<file path="src/rtl/ring_ptr_pkg.sv">
package ring_ptr_pkg;
  localparam int unsigned CTRL_W      = 32;
  localparam int unsigned SEL_LSB     = 1;
  localparam int unsigned SEL_W       = 6;
  localparam int unsigned BASE_SHIFT  = 8;
  localparam int unsigned KEY_SHIFT   = 2;
  localparam int unsigned UNIT_LOG2   = 2;

  typedef enum logic [1:0] {
    OP_NONE = 2'd0,
    OP_LOAD = 2'd1,
    OP_ADV  = 2'd2
  } ptr_op_e;
endpackage

</file>
<file path="src/rtl/lowest_pick.sv">
module lowest_pick #(
  parameter int unsigned N = 2
) (
  input  logic [N-1:0] req_i,
  output logic [N-1:0] oh_o,
  output logic         any_o
);
  always_comb begin
    oh_o  = '0;
    any_o = 1'b0;
    for (int i = 0; i < N; i++) begin
      if (req_i[i] && !any_o) begin
        oh_o[i] = 1'b1;
        any_o   = 1'b1;
      end
    end
  end
endmodule

</file>
<file path="src/rtl/ring_slot.sv">
module ring_slot
  import ring_ptr_pkg::*;
#(
  parameter int unsigned PTR_W  = 32,
  parameter int unsigned ABS_W  = 64,
  parameter int unsigned ADDR_W = 64,
  parameter int unsigned KEY_W  = 18
) (
  input  logic              clk_i,
  input  logic              rst_ni,
  input  logic              alloc_i,
  input  logic [KEY_W-1:0]  alloc_key_i,
  input  logic [ADDR_W-1:0] alloc_base_i,
  input  logic [SEL_W-1:0]  alloc_sel_i,
  input  logic [ADDR_W-1:0] alloc_wb_i,
  input  logic              unreg_i,
  input  logic              db_i,
  input  logic [PTR_W-1:0]  db_wptr_i,
  input  ptr_op_e           op_i,
  input  logic [PTR_W-1:0]  op_val_i,
  input  logic              done_i,
  input  logic              grant_i,
  output logic              valid_o,
  output logic [KEY_W-1:0]  key_o,
  output logic [ADDR_W-1:0] base_o,
  output logic [PTR_W-1:0]  mask_o,
  output logic [PTR_W-1:0]  rptr_o,
  output logic [PTR_W-1:0]  wptr_o,
  output logic [ABS_W-1:0]  abs_o,
  output logic              busy_o,
  output logic              pend_o,
  output logic [ADDR_W-1:0] wb_addr_o,
  output logic [ABS_W-1:0]  snap_o
);
  logic              valid_q, busy_q, pend_q;
  logic [KEY_W-1:0]  key_q;
  logic [ADDR_W-1:0] base_q, wb_q;
  logic [PTR_W-1:0]  mask_q, rptr_q, wptr_q, rptr_d;
  logic [ABS_W-1:0]  abs_q, abs_d, snap_q;
  logic              post_wb;

  // size = 4 << sel; mask saturates when size reaches 2^PTR_W
  function automatic logic [PTR_W-1:0] sel_to_mask(input logic [SEL_W-1:0] s);
    if (int'(s) >= int'(PTR_W - UNIT_LOG2)) return '1;
    return (PTR_W'(1) << (int'(s) + UNIT_LOG2)) - PTR_W'(1);
  endfunction

  always_comb begin
    rptr_d = rptr_q;
    abs_d  = abs_q;
    if (valid_q) begin
      unique case (op_i)
        OP_LOAD: begin
          rptr_d = op_val_i & mask_q;
          abs_d  = ABS_W'(op_val_i);
        end
        OP_ADV: begin
          rptr_d = (rptr_q + op_val_i) & mask_q;
          abs_d  = abs_q + ABS_W'(op_val_i);
        end
        default: ;
      endcase
    end
  end

  assign post_wb = valid_q && done_i && (wb_q != '0);

  always_ff @(posedge clk_i or negedge rst_ni) begin
    if (!rst_ni) begin
      valid_q <= 1'b0;
      busy_q  <= 1'b0;
      pend_q  <= 1'b0;
      key_q   <= '0;
      base_q  <= '0;
      wb_q    <= '0;
      mask_q  <= '0;
      rptr_q  <= '0;
      wptr_q  <= '0;
      abs_q   <= '0;
      snap_q  <= '0;
    end else if (alloc_i) begin
      valid_q <= 1'b1;
      busy_q  <= 1'b0;
      pend_q  <= 1'b0;
      key_q   <= alloc_key_i;
      base_q  <= alloc_base_i;
      wb_q    <= alloc_wb_i;
      mask_q  <= sel_to_mask(alloc_sel_i);
      rptr_q  <= '0;
      wptr_q  <= '0;
      abs_q   <= '0;
    end else begin
      rptr_q <= rptr_d;
      abs_q  <= abs_d;
      if (valid_q && db_i) begin
        wptr_q <= db_wptr_i & mask_q;
        busy_q <= 1'b1;
      end
      if (valid_q && done_i) busy_q <= 1'b0;
      if (grant_i) pend_q <= 1'b0;
      if (post_wb) begin
        pend_q <= 1'b1;
        snap_q <= abs_d;
      end
      if (unreg_i) begin
        valid_q <= 1'b0;
        busy_q  <= 1'b0;
      end
    end
  end

  assign valid_o   = valid_q;
  assign key_o     = key_q;
  assign base_o    = base_q;
  assign mask_o    = mask_q;
  assign rptr_o    = rptr_q;
  assign wptr_o    = wptr_q;
  assign abs_o     = abs_q;
  assign busy_o    = busy_q;
  assign pend_o    = pend_q;
  assign wb_addr_o = wb_q;
  assign snap_o    = snap_q;

  p_rptr_in_ring_r6: assert property (@(posedge clk_i) disable iff (!rst_ni)
    (rptr_q & ~mask_q) == '0);
  p_reg_clears_r5: assert property (@(posedge clk_i) disable iff (!rst_ni)
    alloc_i |=> valid_q && !busy_q && rptr_q == '0 && wptr_q == '0 && abs_q == '0);
  p_abs_step_r6: assert property (@(posedge clk_i) disable iff (!rst_ni)
    (valid_q && !alloc_i && op_i == OP_ADV) |=> abs_q == $past(abs_q) + ABS_W'($past(op_val_i)));
  p_done_idle_r9: assert property (@(posedge clk_i) disable iff (!rst_ni)
    (valid_q && done_i && !alloc_i && !db_i) |=> !busy_q);
endmodule

</file>
<file path="src/rtl/wb_issuer.sv">
module wb_issuer #(
  parameter int unsigned N      = 2,
  parameter int unsigned ADDR_W = 64,
  parameter int unsigned ABS_W  = 64
) (
  input  logic                        clk_i,
  input  logic                        rst_ni,
  input  logic [N-1:0]                pend_i,
  input  logic [N-1:0][ADDR_W-1:0]    addr_i,
  input  logic [N-1:0][ABS_W-1:0]     data_i,
  output logic [N-1:0]                grant_o,
  output logic                        wb_valid_o,
  input  logic                        wb_ready_i,
  output logic [ADDR_W-1:0]           wb_addr_o,
  output logic [ABS_W-1:0]            wb_data_o
);
  logic [N-1:0]      pick_oh;
  logic              pick_any, take;
  logic              valid_q;
  logic [ADDR_W-1:0] addr_q, addr_sel;
  logic [ABS_W-1:0]  data_q, data_sel;

  lowest_pick #(.N(N)) i_pick (.req_i(pend_i), .oh_o(pick_oh), .any_o(pick_any));

  always_comb begin
    addr_sel = '0;
    data_sel = '0;
    for (int i = 0; i < N; i++) begin
      if (pick_oh[i]) begin
        addr_sel = addr_sel | addr_i[i];
        data_sel = data_sel | data_i[i];
      end
    end
  end

  assign take    = !valid_q || wb_ready_i;
  assign grant_o = take ? pick_oh : '0;

  always_ff @(posedge clk_i or negedge rst_ni) begin
    if (!rst_ni) begin
      valid_q <= 1'b0;
      addr_q  <= '0;
      data_q  <= '0;
    end else if (take) begin
      valid_q <= pick_any;
      if (pick_any) begin
        addr_q <= addr_sel;
        data_q <= data_sel;
      end
    end
  end

  assign wb_valid_o = valid_q;
  assign wb_addr_o  = addr_q;
  assign wb_data_o  = data_q;

  p_hold_r10: assert property (@(posedge clk_i) disable iff (!rst_ni)
    (wb_valid_o && !wb_ready_i) |=> wb_valid_o && $stable(wb_addr_o) && $stable(wb_data_o));
  p_nonzero_addr_r9: assert property (@(posedge clk_i) disable iff (!rst_ni)
    wb_valid_o |-> wb_addr_o != '0);
  p_grant_onehot_r9: assert property (@(posedge clk_i) disable iff (!rst_ni)
    $onehot0(grant_o));
endmodule

</file>
<file path="src/rtl/ring_ptr_mgr.sv">
module ring_ptr_mgr
  import ring_ptr_pkg::*;
#(
  parameter int unsigned NUM_SLOTS = 2,
  parameter int unsigned PTR_W     = 32,
  parameter int unsigned ABS_W     = 64,
  parameter int unsigned ADDR_W    = 64,
  parameter int unsigned DB_W      = 16,
  parameter int unsigned BASE_W    = 40,
  localparam int unsigned SLOT_W   = (NUM_SLOTS > 1) ? $clog2(NUM_SLOTS) : 1,
  localparam int unsigned KEY_W    = DB_W + KEY_SHIFT
) (
  input  logic              clk_i,
  input  logic              rst_ni,
  input  logic              reg_valid_i,
  input  logic [DB_W-1:0]   reg_doorbell_i,
  input  logic [BASE_W-1:0] reg_base_i,
  input  logic [CTRL_W-1:0] reg_ctrl_i,
  input  logic [31:0]       reg_wb_lo_i,
  input  logic [31:0]       reg_wb_hi_i,
  output logic              reg_err_o,
  input  logic              unreg_valid_i,
  input  logic [KEY_W-1:0]  unreg_key_i,
  input  logic              db_valid_i,
  input  logic [KEY_W-1:0]  db_key_i,
  input  logic [PTR_W-1:0]  db_wptr_i,
  input  logic              adv_valid_i,
  input  logic [SLOT_W-1:0] adv_slot_i,
  input  logic [PTR_W-1:0]  adv_bytes_i,
  input  logic              load_valid_i,
  input  logic [SLOT_W-1:0] load_slot_i,
  input  logic [PTR_W-1:0]  load_value_i,
  input  logic              done_valid_i,
  input  logic [SLOT_W-1:0] done_slot_i,
  input  logic [SLOT_W-1:0] q_sel_i,
  output logic              q_valid_o,
  output logic [KEY_W-1:0]  q_key_o,
  output logic [ADDR_W-1:0] q_base_o,
  output logic [PTR_W-1:0]  q_mask_o,
  output logic [PTR_W-1:0]  q_rptr_o,
  output logic [PTR_W-1:0]  q_wptr_o,
  output logic [ABS_W-1:0]  q_abs_rptr_o,
  output logic              q_busy_o,
  output logic              wb_valid_o,
  input  logic              wb_ready_i,
  output logic [ADDR_W-1:0] wb_addr_o,
  output logic [ABS_W-1:0]  wb_data_o
);
  logic [NUM_SLOTS-1:0]             s_valid, s_busy, s_pend, grant;
  logic [NUM_SLOTS-1:0]             free_oh, db_hit, db_oh, un_hit, un_oh;
  logic                             any_free, db_any, un_any;
  logic [NUM_SLOTS-1:0][KEY_W-1:0]  s_key;
  logic [NUM_SLOTS-1:0][ADDR_W-1:0] s_base, s_wb;
  logic [NUM_SLOTS-1:0][PTR_W-1:0]  s_mask, s_rptr, s_wptr;
  logic [NUM_SLOTS-1:0][ABS_W-1:0]  s_abs, s_snap;

  logic [KEY_W-1:0]  new_key;
  logic [ADDR_W-1:0] new_base, new_wb;
  logic [SEL_W-1:0]  new_sel;
  logic              reg_err_q;
  logic              unused_ctrl, unused_any;

  assign new_key     = {reg_doorbell_i, KEY_SHIFT'(0)};
  assign new_base    = ADDR_W'(reg_base_i) << BASE_SHIFT;
  assign new_wb      = ADDR_W'({reg_wb_hi_i, reg_wb_lo_i});
  assign new_sel     = reg_ctrl_i[SEL_LSB +: SEL_W];
  assign unused_ctrl = ^{reg_ctrl_i[CTRL_W-1:SEL_LSB+SEL_W], reg_ctrl_i[SEL_LSB-1:0]};
  assign unused_any  = db_any ^ un_any;

  always_comb begin
    for (int i = 0; i < NUM_SLOTS; i++) begin
      db_hit[i] = s_valid[i] && (s_key[i] == db_key_i) && db_valid_i;
      un_hit[i] = s_valid[i] && (s_key[i] == unreg_key_i) && unreg_valid_i;
    end
  end

  lowest_pick #(.N(NUM_SLOTS)) i_free_pick (.req_i(~s_valid), .oh_o(free_oh), .any_o(any_free));
  lowest_pick #(.N(NUM_SLOTS)) i_db_pick   (.req_i(db_hit),   .oh_o(db_oh),   .any_o(db_any));
  lowest_pick #(.N(NUM_SLOTS)) i_un_pick   (.req_i(un_hit),   .oh_o(un_oh),   .any_o(un_any));

  for (genvar g = 0; g < NUM_SLOTS; g++) begin : g_slot
    logic    ld_hit, ad_hit;
    ptr_op_e op;
    logic [PTR_W-1:0] op_val;

    assign ld_hit = load_valid_i && (int'(load_slot_i) == g);
    assign ad_hit = adv_valid_i  && (int'(adv_slot_i)  == g);
    assign op     = ld_hit ? OP_LOAD : (ad_hit ? OP_ADV : OP_NONE);
    assign op_val = ld_hit ? load_value_i : adv_bytes_i;

    ring_slot #(
      .PTR_W(PTR_W), .ABS_W(ABS_W), .ADDR_W(ADDR_W), .KEY_W(KEY_W)
    ) i_slot (
      .clk_i       (clk_i),
      .rst_ni      (rst_ni),
      .alloc_i     (reg_valid_i && free_oh[g]),
      .alloc_key_i (new_key),
      .alloc_base_i(new_base),
      .alloc_sel_i (new_sel),
      .alloc_wb_i  (new_wb),
      .unreg_i     (un_oh[g]),
      .db_i        (db_oh[g]),
      .db_wptr_i   (db_wptr_i),
      .op_i        (op),
      .op_val_i    (op_val),
      .done_i      (done_valid_i && (int'(done_slot_i) == g)),
      .grant_i     (grant[g]),
      .valid_o     (s_valid[g]),
      .key_o       (s_key[g]),
      .base_o      (s_base[g]),
      .mask_o      (s_mask[g]),
      .rptr_o      (s_rptr[g]),
      .wptr_o      (s_wptr[g]),
      .abs_o       (s_abs[g]),
      .busy_o      (s_busy[g]),
      .pend_o      (s_pend[g]),
      .wb_addr_o   (s_wb[g]),
      .snap_o      (s_snap[g])
    );
  end

  wb_issuer #(.N(NUM_SLOTS), .ADDR_W(ADDR_W), .ABS_W(ABS_W)) i_issuer (
    .clk_i     (clk_i),
    .rst_ni    (rst_ni),
    .pend_i    (s_pend),
    .addr_i    (s_wb),
    .data_i    (s_snap),
    .grant_o   (grant),
    .wb_valid_o(wb_valid_o),
    .wb_ready_i(wb_ready_i),
    .wb_addr_o (wb_addr_o),
    .wb_data_o (wb_data_o)
  );

  always_ff @(posedge clk_i or negedge rst_ni) begin
    if (!rst_ni) reg_err_q <= 1'b0;
    else         reg_err_q <= reg_valid_i && !any_free;
  end
  assign reg_err_o = reg_err_q;

  always_comb begin
    q_valid_o    = 1'b0;
    q_key_o      = '0;
    q_base_o     = '0;
    q_mask_o     = '0;
    q_rptr_o     = '0;
    q_wptr_o     = '0;
    q_abs_rptr_o = '0;
    q_busy_o     = 1'b0;
    for (int i = 0; i < NUM_SLOTS; i++) begin
      if (int'(q_sel_i) == i) begin
        q_valid_o    = s_valid[i];
        q_key_o      = s_key[i];
        q_base_o     = s_base[i];
        q_mask_o     = s_mask[i];
        q_rptr_o     = s_rptr[i];
        q_wptr_o     = s_wptr[i];
        q_abs_rptr_o = s_abs[i];
        q_busy_o     = s_busy[i];
      end
    end
  end

  p_err_full_r4: assert property (@(posedge clk_i) disable iff (!rst_ni)
    (reg_valid_i && (&s_valid)) |=> reg_err_o);
  p_err_only_full_r4: assert property (@(posedge clk_i) disable iff (!rst_ni)
    (reg_valid_i && !(&s_valid)) |=> !reg_err_o);
  p_full_keeps_keys_r4: assert property (@(posedge clk_i) disable iff (!rst_ni)
    (reg_valid_i && (&s_valid) && !unreg_valid_i) |=> $stable(s_key) && $stable(s_base));
  p_slot0_first_r3: assert property (@(posedge clk_i) disable iff (!rst_ni)
    (reg_valid_i && !s_valid[0]) |=> s_valid[0] && s_key[0] == $past(new_key));
endmodule

</file>
<file path="config.mk">
export PLATFORM = sky130hd
export DESIGN_NAME = ring_ptr_mgr
export DESIGN_NICKNAME = d
export VERILOG_FILES = /design/src/rtl/ring_ptr_pkg.sv /design/src/rtl/lowest_pick.sv /design/src/rtl/ring_slot.sv /design/src/rtl/wb_issuer.sv /design/src/rtl/ring_ptr_mgr.sv
export SDC_FILE = /design/constraint.sdc
export NUM_CORES = 2
export LEC_CHECK = 0
export BUFFER_PORTS_ARGS = -buffer_cell sky130_fd_sc_hd__buf_2
export CAP_MARGIN = 0
export CORE_MARGIN = 2
export CORE_UTILIZATION = 50
export DETAILED_ROUTE_END_ITERATION = 12
export GPL_ROUTABILITY_DRIVEN = 0
export MAX_ROUTING_LAYER = met4
export PLACE_DENSITY = 0.71
export SYNTH_ARGS = -nofsm -noshare
export SYNTH_HDL_FRONTEND = slang
export SYNTH_SLANG_ARGS = --single-unit
</file>
<file path="constraint.sdc">
create_clock -name clk_i -period 6.84 [get_ports clk_i]
set_clock_uncertainty 0.1 [all_clocks]
set_input_delay 1.71 -clock clk_i [delete_from_list [all_inputs] [get_ports clk_i]]
set_output_delay 1.71 -clock clk_i [all_outputs]
set_load 0.005 [all_outputs]
</file>
# --- Word-level counts from Yosys, hierarchy flattened ---
# Cells that the tools add are included.
totals:
  register_bits: 824
  latchBits: 0
  ram_bits: 0
  mem_bits_ro: 0
  output_inout_bits: 374
  mem_count: 0
classes:
  addsub: 6
  n_mul: 0
  div_mod_pow: 0
  magnitude_cmp: 1
  n_eq_ne: 8
  shift: 1
  muxes: 69
  bitwise_logic: 14
  n_reduce_logical: 53
ops:
  columns: ["operator", "count"]
  rows:
  - ["2-to-1 mux 64 bit", 9]
  - ["2-to-1 mux 32 bit", 16]
  - ["case mux 64 bit (2 select lines)", 2]
  - ["bitwise AND 32 bit", 6]
  - ["adder 64 x 32 -> 64 bit", 2]
  - ["OR 64 bit", 2]
  - ["case mux 32 bit (2 select lines)", 2]
  - ["nonzero test 64 bit", 2]
  - ["equality test 18 bit", 4]
  - ["adder 32 bit", 2]
  - ["2-to-1 mux 48 bit", 1]
  - ["2-to-1 mux 1 bit", 33]
  - ["left shift 1 x 32 -> 32 bit, first input constant", 1]
  - ["subtractor 32 x 2 -> 32 bit, second input constant", 1]
  - ["logical AND 1 bit", 27]
  - ["2-to-1 mux 18 bit", 1]
  - ["nonzero test 2 bit", 6]
  - ["nonzero test 3 bit", 4]
  - ["2-to-1 mux 2 bit", 5]
  - ["AND reduction 2 bit", 5]
  - ["nonzero test 4 bit", 2]
  - ["adder 6 x 2 -> 7 bit, second input constant", 1]
  - [">= comparator 6 x 5 -> 1 bit, second input constant", 1]
  - ["zero test 1 bit", 6]
  - ["other kinds (5)", 11]

# --- Logic depth before layout (Yosys ltp) ---
logic_depth:
  depth_word: 12
  ltp_mapped: 19
  depth_no_buf: 16

# --- Hierarchy ---
# From an unflattened synthesis, not the netlist that was laid out.
hier_totals:
  hier_cells: 4922
  area_unflattened_um2: 50173.1
by_module_without_submodules:
  columns: ["mod", "n_inst", "cells_each", "area_each_um2", "seq_area_each_um2"]
  rows:
  - ["ring_slot (g_slot[1].i_slot)", 1, 1951, 19680.1, 9334.0]
  - ["ring_slot (g_slot[0].i_slot)", 1, 1913, 19332.3, 9334.0]
  - ["wb_issuer", 1, 589, 6257.3, 3228.1]
  - ["ring_ptr_mgr", 1, 457, 4823.4, 25.0]
  - ["lowest_pick", 4, 3, 20.0, 0.0]

# --- Least setup slack after synthesis ---
# OpenSTA, ideal clock, no wires.
synth_timing:
  kind: "input-to-reg"
  start: "in load_valid_i"
  end: "reg g_slot[1].i_slot.snap_q[31]"
  t_arrival_ns: 5.102
  t_required_ns: 6.607
  setup_slack_ns: 1.505
  path_stages: 17
  n_path_buf: 3
  cell_sequence: "and2_0 clkbuf_1 clkbuf_1 clkbuf_1 nand2_1 nand2_1 ha_1 a21oi_1 nand3_1 a221oi_1 nor3_2 and4b_1 or3_1 mux2i_1 o32ai_1 o2bb2ai_1 o21ai_0"
synth_between:
  elab_chain_cells: 5
  elab_cells_between_ends: 8
synth_rtl:
  columns: ["element", "line_no", "text"]
  rows:
  - ["start, declared", "ring_ptr_mgr.sv:30", "input logic load_valid_i,"]
  - ["logical AND 1 bit (*)", "ring_ptr_mgr.sv:86", "assign ld_hit = load_valid_i && (int'(load_slot_i) == g);"]
  - ["2-to-1 mux 32 bit or 2-to-1 mux 2 bit (tied branches)", "ring_ptr_mgr.sv:89, ring_ptr_mgr.sv:88", null]
  - ["adder 64 x 32 -> 64 bit (tied with other cells)", "ring_slot.sv:59", "abs_d = abs_q + ABS_W'(op_val_i);"]
  - ["case mux 64 bit (2 select lines) (*)", "ring_slot.sv:52", "unique case (op_i)"]
  - ["2-to-1 mux 64 bit (*)", "ring_slot.sv:51", "if (valid_q) begin"]
  - ["end signal, assigned", "ring_slot.sv:103", "snap_q <= abs_d;"]
  - ["end, declared", "ring_slot.sv:39", "logic [ABS_W-1:0] abs_q, abs_d, snap_q;"]
# Mark *: on every way between the ends. The rest lies on a longest branch, timed or not.
# A chain may end at the register's enable or synchronous reset.

# --- Final worst setup path ---
layout_timing:
  start: "in load_slot_i"
  end: "reg g_slot[1].i_slot.snap_q[56]"
layout_between:
  elab_chain_cells: 5
  elab_cells_between_ends: 8
layout_rtl:
  columns: ["element", "line_no", "text"]
  rows:
  - ["start, declared", "ring_ptr_mgr.sv:31", "input logic [SLOT_W-1:0] load_slot_i,"]
  - ["logical AND 1 bit (*)", "ring_ptr_mgr.sv:86", null]
  - ["2-to-1 mux 32 bit or 2-to-1 mux 2 bit (tied branches)", "ring_ptr_mgr.sv:89, ring_ptr_mgr.sv:88", null]
  - ["adder 64 x 32 -> 64 bit (tied with other cells)", "ring_slot.sv:59", null]
  - ["case mux 64 bit (2 select lines) (*)", "ring_slot.sv:52", null]
  - ["2-to-1 mux 64 bit (*)", "ring_slot.sv:51", null]
# Marks and branches as above.

==> results.cfg <==
[outcome]
outcome = finished clean

[clock_network]
ctsHoldBuffers = 0
clk_pin_slew_ns = 0.06
clock_latency_ns = 0.69
cts_tree = done
clock_sinks = 824
cts_buffers = 92
cts_buffer_depth = 3
post_cts_buffers = 0
cts_htree_levels = 3
cts-root-buf = clkbuf_16
cts_resized = 0

[route]
drtPass1Iterations = 6
viasPerCell = 6.10
routed_wl_um = 164000
wl_per_cell_um = 23.2
ant_nets = 0
drc_errors = 0
vias = 42970
drt_iter0_markers = 4649

[pwr]
p_sw_w = 0.00614
power.density_nw_per_um2 = 325
pwr-share-comb = 0.303
clkPwrFrac = 0.307
seq_power_share = 0.390
internal-power_w = 0.0111
p_sw_frac = 0.357
p_leak_nw = 25.6
vdd.ir_drop.worst_mv = 0.254

[sta]
setup_viol_count_final = 0
finalCritPeriodShare = 0.814
finalSetupTns_ns = 0
slew_viol_final = 0
rsz0062_at_grt = no
max_freq_ghz = 0.180
relSlewSlack = 0.210
period_needed_ns = 5.57
worst_pin_slew_ns = 1.18
hold_viol = 0
fin_hold_ws_ns = 0.370

[placement]
hpwl_um = 114000
placed_area_um2 = 49600
io_buffers = 618

[layout]
drive_above_1_share = 0.191
design_area_um2 = 52900
nets = 6172
nFillCells = 8004
syn2layout_area_growth_pct = 16.0

[worst_setup_path]
worstReg2RegStart = g_slot[1].i_slot.wb_addr_o[15]
critPathMaxFanout = 20
cp-end-kind = flip-flop
cp.arrival_ns = 6.05
crit_type = input port to flip-flop
startpoint = load_slot_i
critPathRequiredTime_ns = 7.32
worstSetupStartpointType = input port

[floorplanning]
die_width_um = 306
rows = 110
die_area_um2 = 93600
die_h_um = 306
initial_core_util = 0.506
io_pins = 671
core_um2 = 90100

[yosys]
yosys.area.top_type_share = 0.452
synth_top_area_cell = dfrtp_1
synth_common_cells = 1439 x nand2_1, 824 x dfrtp_1, 391 x a21oi_1
ys_warn_count = 0
syn_inst = 5288
ys_seq_area_frac = 0.452
netlist_area_um2 = 45600
synth-edff-count = 0
synth_cell_types = 97
synth-seq-cells = 824
async_flop_share = 1.00
yosysMostFrequentCell = nand2_1
avgSynthCellArea_um2 = 8.62
ys.flop_type = dfrtp_1
synthTopCellsByArea = dfrtp_1 45%, nand2_1 12%, mux2_2 5.1%

[global_routing]
grt_pass1_vias = 40788
track_usage = 0.350
grt_pass1_wl_um = 247000
antenna_found_initial = 49
grt_overflow_total = 0
grt_max_degree = 179

[min_path]
hp-start = g_slot[0].i_slot.base_o[17]
hp-class = flip-flop to flip-flop

[job]
drv_cap = 0
registers in the layout (all words and copies together), names as in the netlist, 2 cells and up:
name and flops:
g_slot.i_slot.abs_o 128, g_slot.i_slot.snap_o 128, g_slot.i_slot.wb_addr_o 128, g_slot.i_slot.base_o 80, g_slot.i_slot.mask_o 64, g_slot.i_slot.rptr_o 64
g_slot.i_slot.wptr_o 64, i_issuer.wb_addr_o 64, i_issuer.wb_data_o 64, g_slot.i_slot.key_o 32, g_slot.i_slot.busy_o 2, g_slot.i_slot.pend_o 2
g_slot.i_slot.valid_o 2
through the flow:
step / cells / utilization / setup slack (ns) / power [W]
after detailed placement: 6823 / 0.550 / 0.712 / 0.0119
after CTS: 6994 / 0.585 / 1.41 / 0.0171
after floorplan: 5313 / - / 1.50 / 0.00983
after global routing: 7039 / 0.587 / 1.06 / 0.0181
after global placement: 6823 / 0.550 / 0.753 / 0.0117
final: 7045 / 0.587 / 1.27 / 0.0172
critical path: stages:
cell and delay, ns:
buf_2 0.14, and2_2 0.47, nand2_1 0.10, nand2_1 0.19, ha_1 0.25, fa_1 0.22
a21oi_1 0.11, o21ai_1 0.24, a211oi_2 0.17, o21ai_2 0.35, a31oi_4 0.18, o21ai_1 0.32
a31o_1 0.85, nand4b_1 0.26, xor2_1 0.23, o31ai_1 0.22
layer usage:
layer	share of wire	global-route usage	vias up
met1	0.41	0.463	20897
met5	0	-	-
met4	0.048	0.162	0
li1	-	-	19558
met2	0.44	0.514	2106
met3	0.10	0.0800	409
kinds of logic after synthesis:
family,count (synthesis),share of synthesized area
buffers and inverters,406,0.0362
adders and majority gates,134,0.0374
xor gates and xnor gates,228,0.0438
AOI/OAI and AO/OA,1286,0.173
other,1,0.0000822
DFF,824,0.452
and+or+nand+nor,2195,0.204
muxes,214,0.0527
final timing paths:
kind,cells after the start,slack (ns),to
hold reg to reg,2,0.37,g_slot[0].i_slot.base_o[17]
min in group asynchronous,1,0.99,g_slot[1].i_slot.wb_addr_o[17]
setup reg to reg,8,2.48,g_slot[1].i_slot.snap_o[45]
hold / removal,2,0.37,g_slot[0].i_slot.base_o[17]
setup / recovery,16,1.27,g_slot[1].i_slot.snap_o[56]
max in group asynchronous,2,4.12,g_slot[1].i_slot.base_o[14]
layout by cell type (no fill, tap or decap), types with 69 or more instances in the layout:
cell type,synthesis,final
a21o_1,69,69
a21oi_1,391,391
buf_2,7,616
clkbuf_16,0,93
dfrtp_1,824,822
ha_1,130,130
mux2_2,208,208
nand2_1,1439,1435
nand3_1,154,153
nand4_1,76,76
nor2_1,274,268
o21ai_0,230,230
o22ai_1,290,290
xnor2_1,123,123
xor2_1,105,105
power groups by stage:
stage / Sequential [W] / Clock, W / Combinational [W]
6_report: 0.00670 / 0.00527 / 0.00521
5_1_grt: 0.00682 / 0.00554 / 0.00570
4_1_cts: 0.00668 / 0.00533 / 0.00514
3_5_place_dp: 0.00676 / 0 / 0.00511
3_3_place_gp: 0.00671 / 0 / 0.00501
2_1_floorplan: 0.00648 / 0 / 0.00334
cell type report:
class	instances	area [µm²]	share of cell area
antenna	51	128	0.00241
timing repair buffer	685	3740	0.0707
clock buffer	131	2690	0.0509
clock inverter	40	510	0.00965
multi-input combinational	4083	23500	0.445
inverter	55	209	0.00395
tap	1176	1470	0.0278
sequential	824	20600	0.390
(Power assumes the default switching activity.)
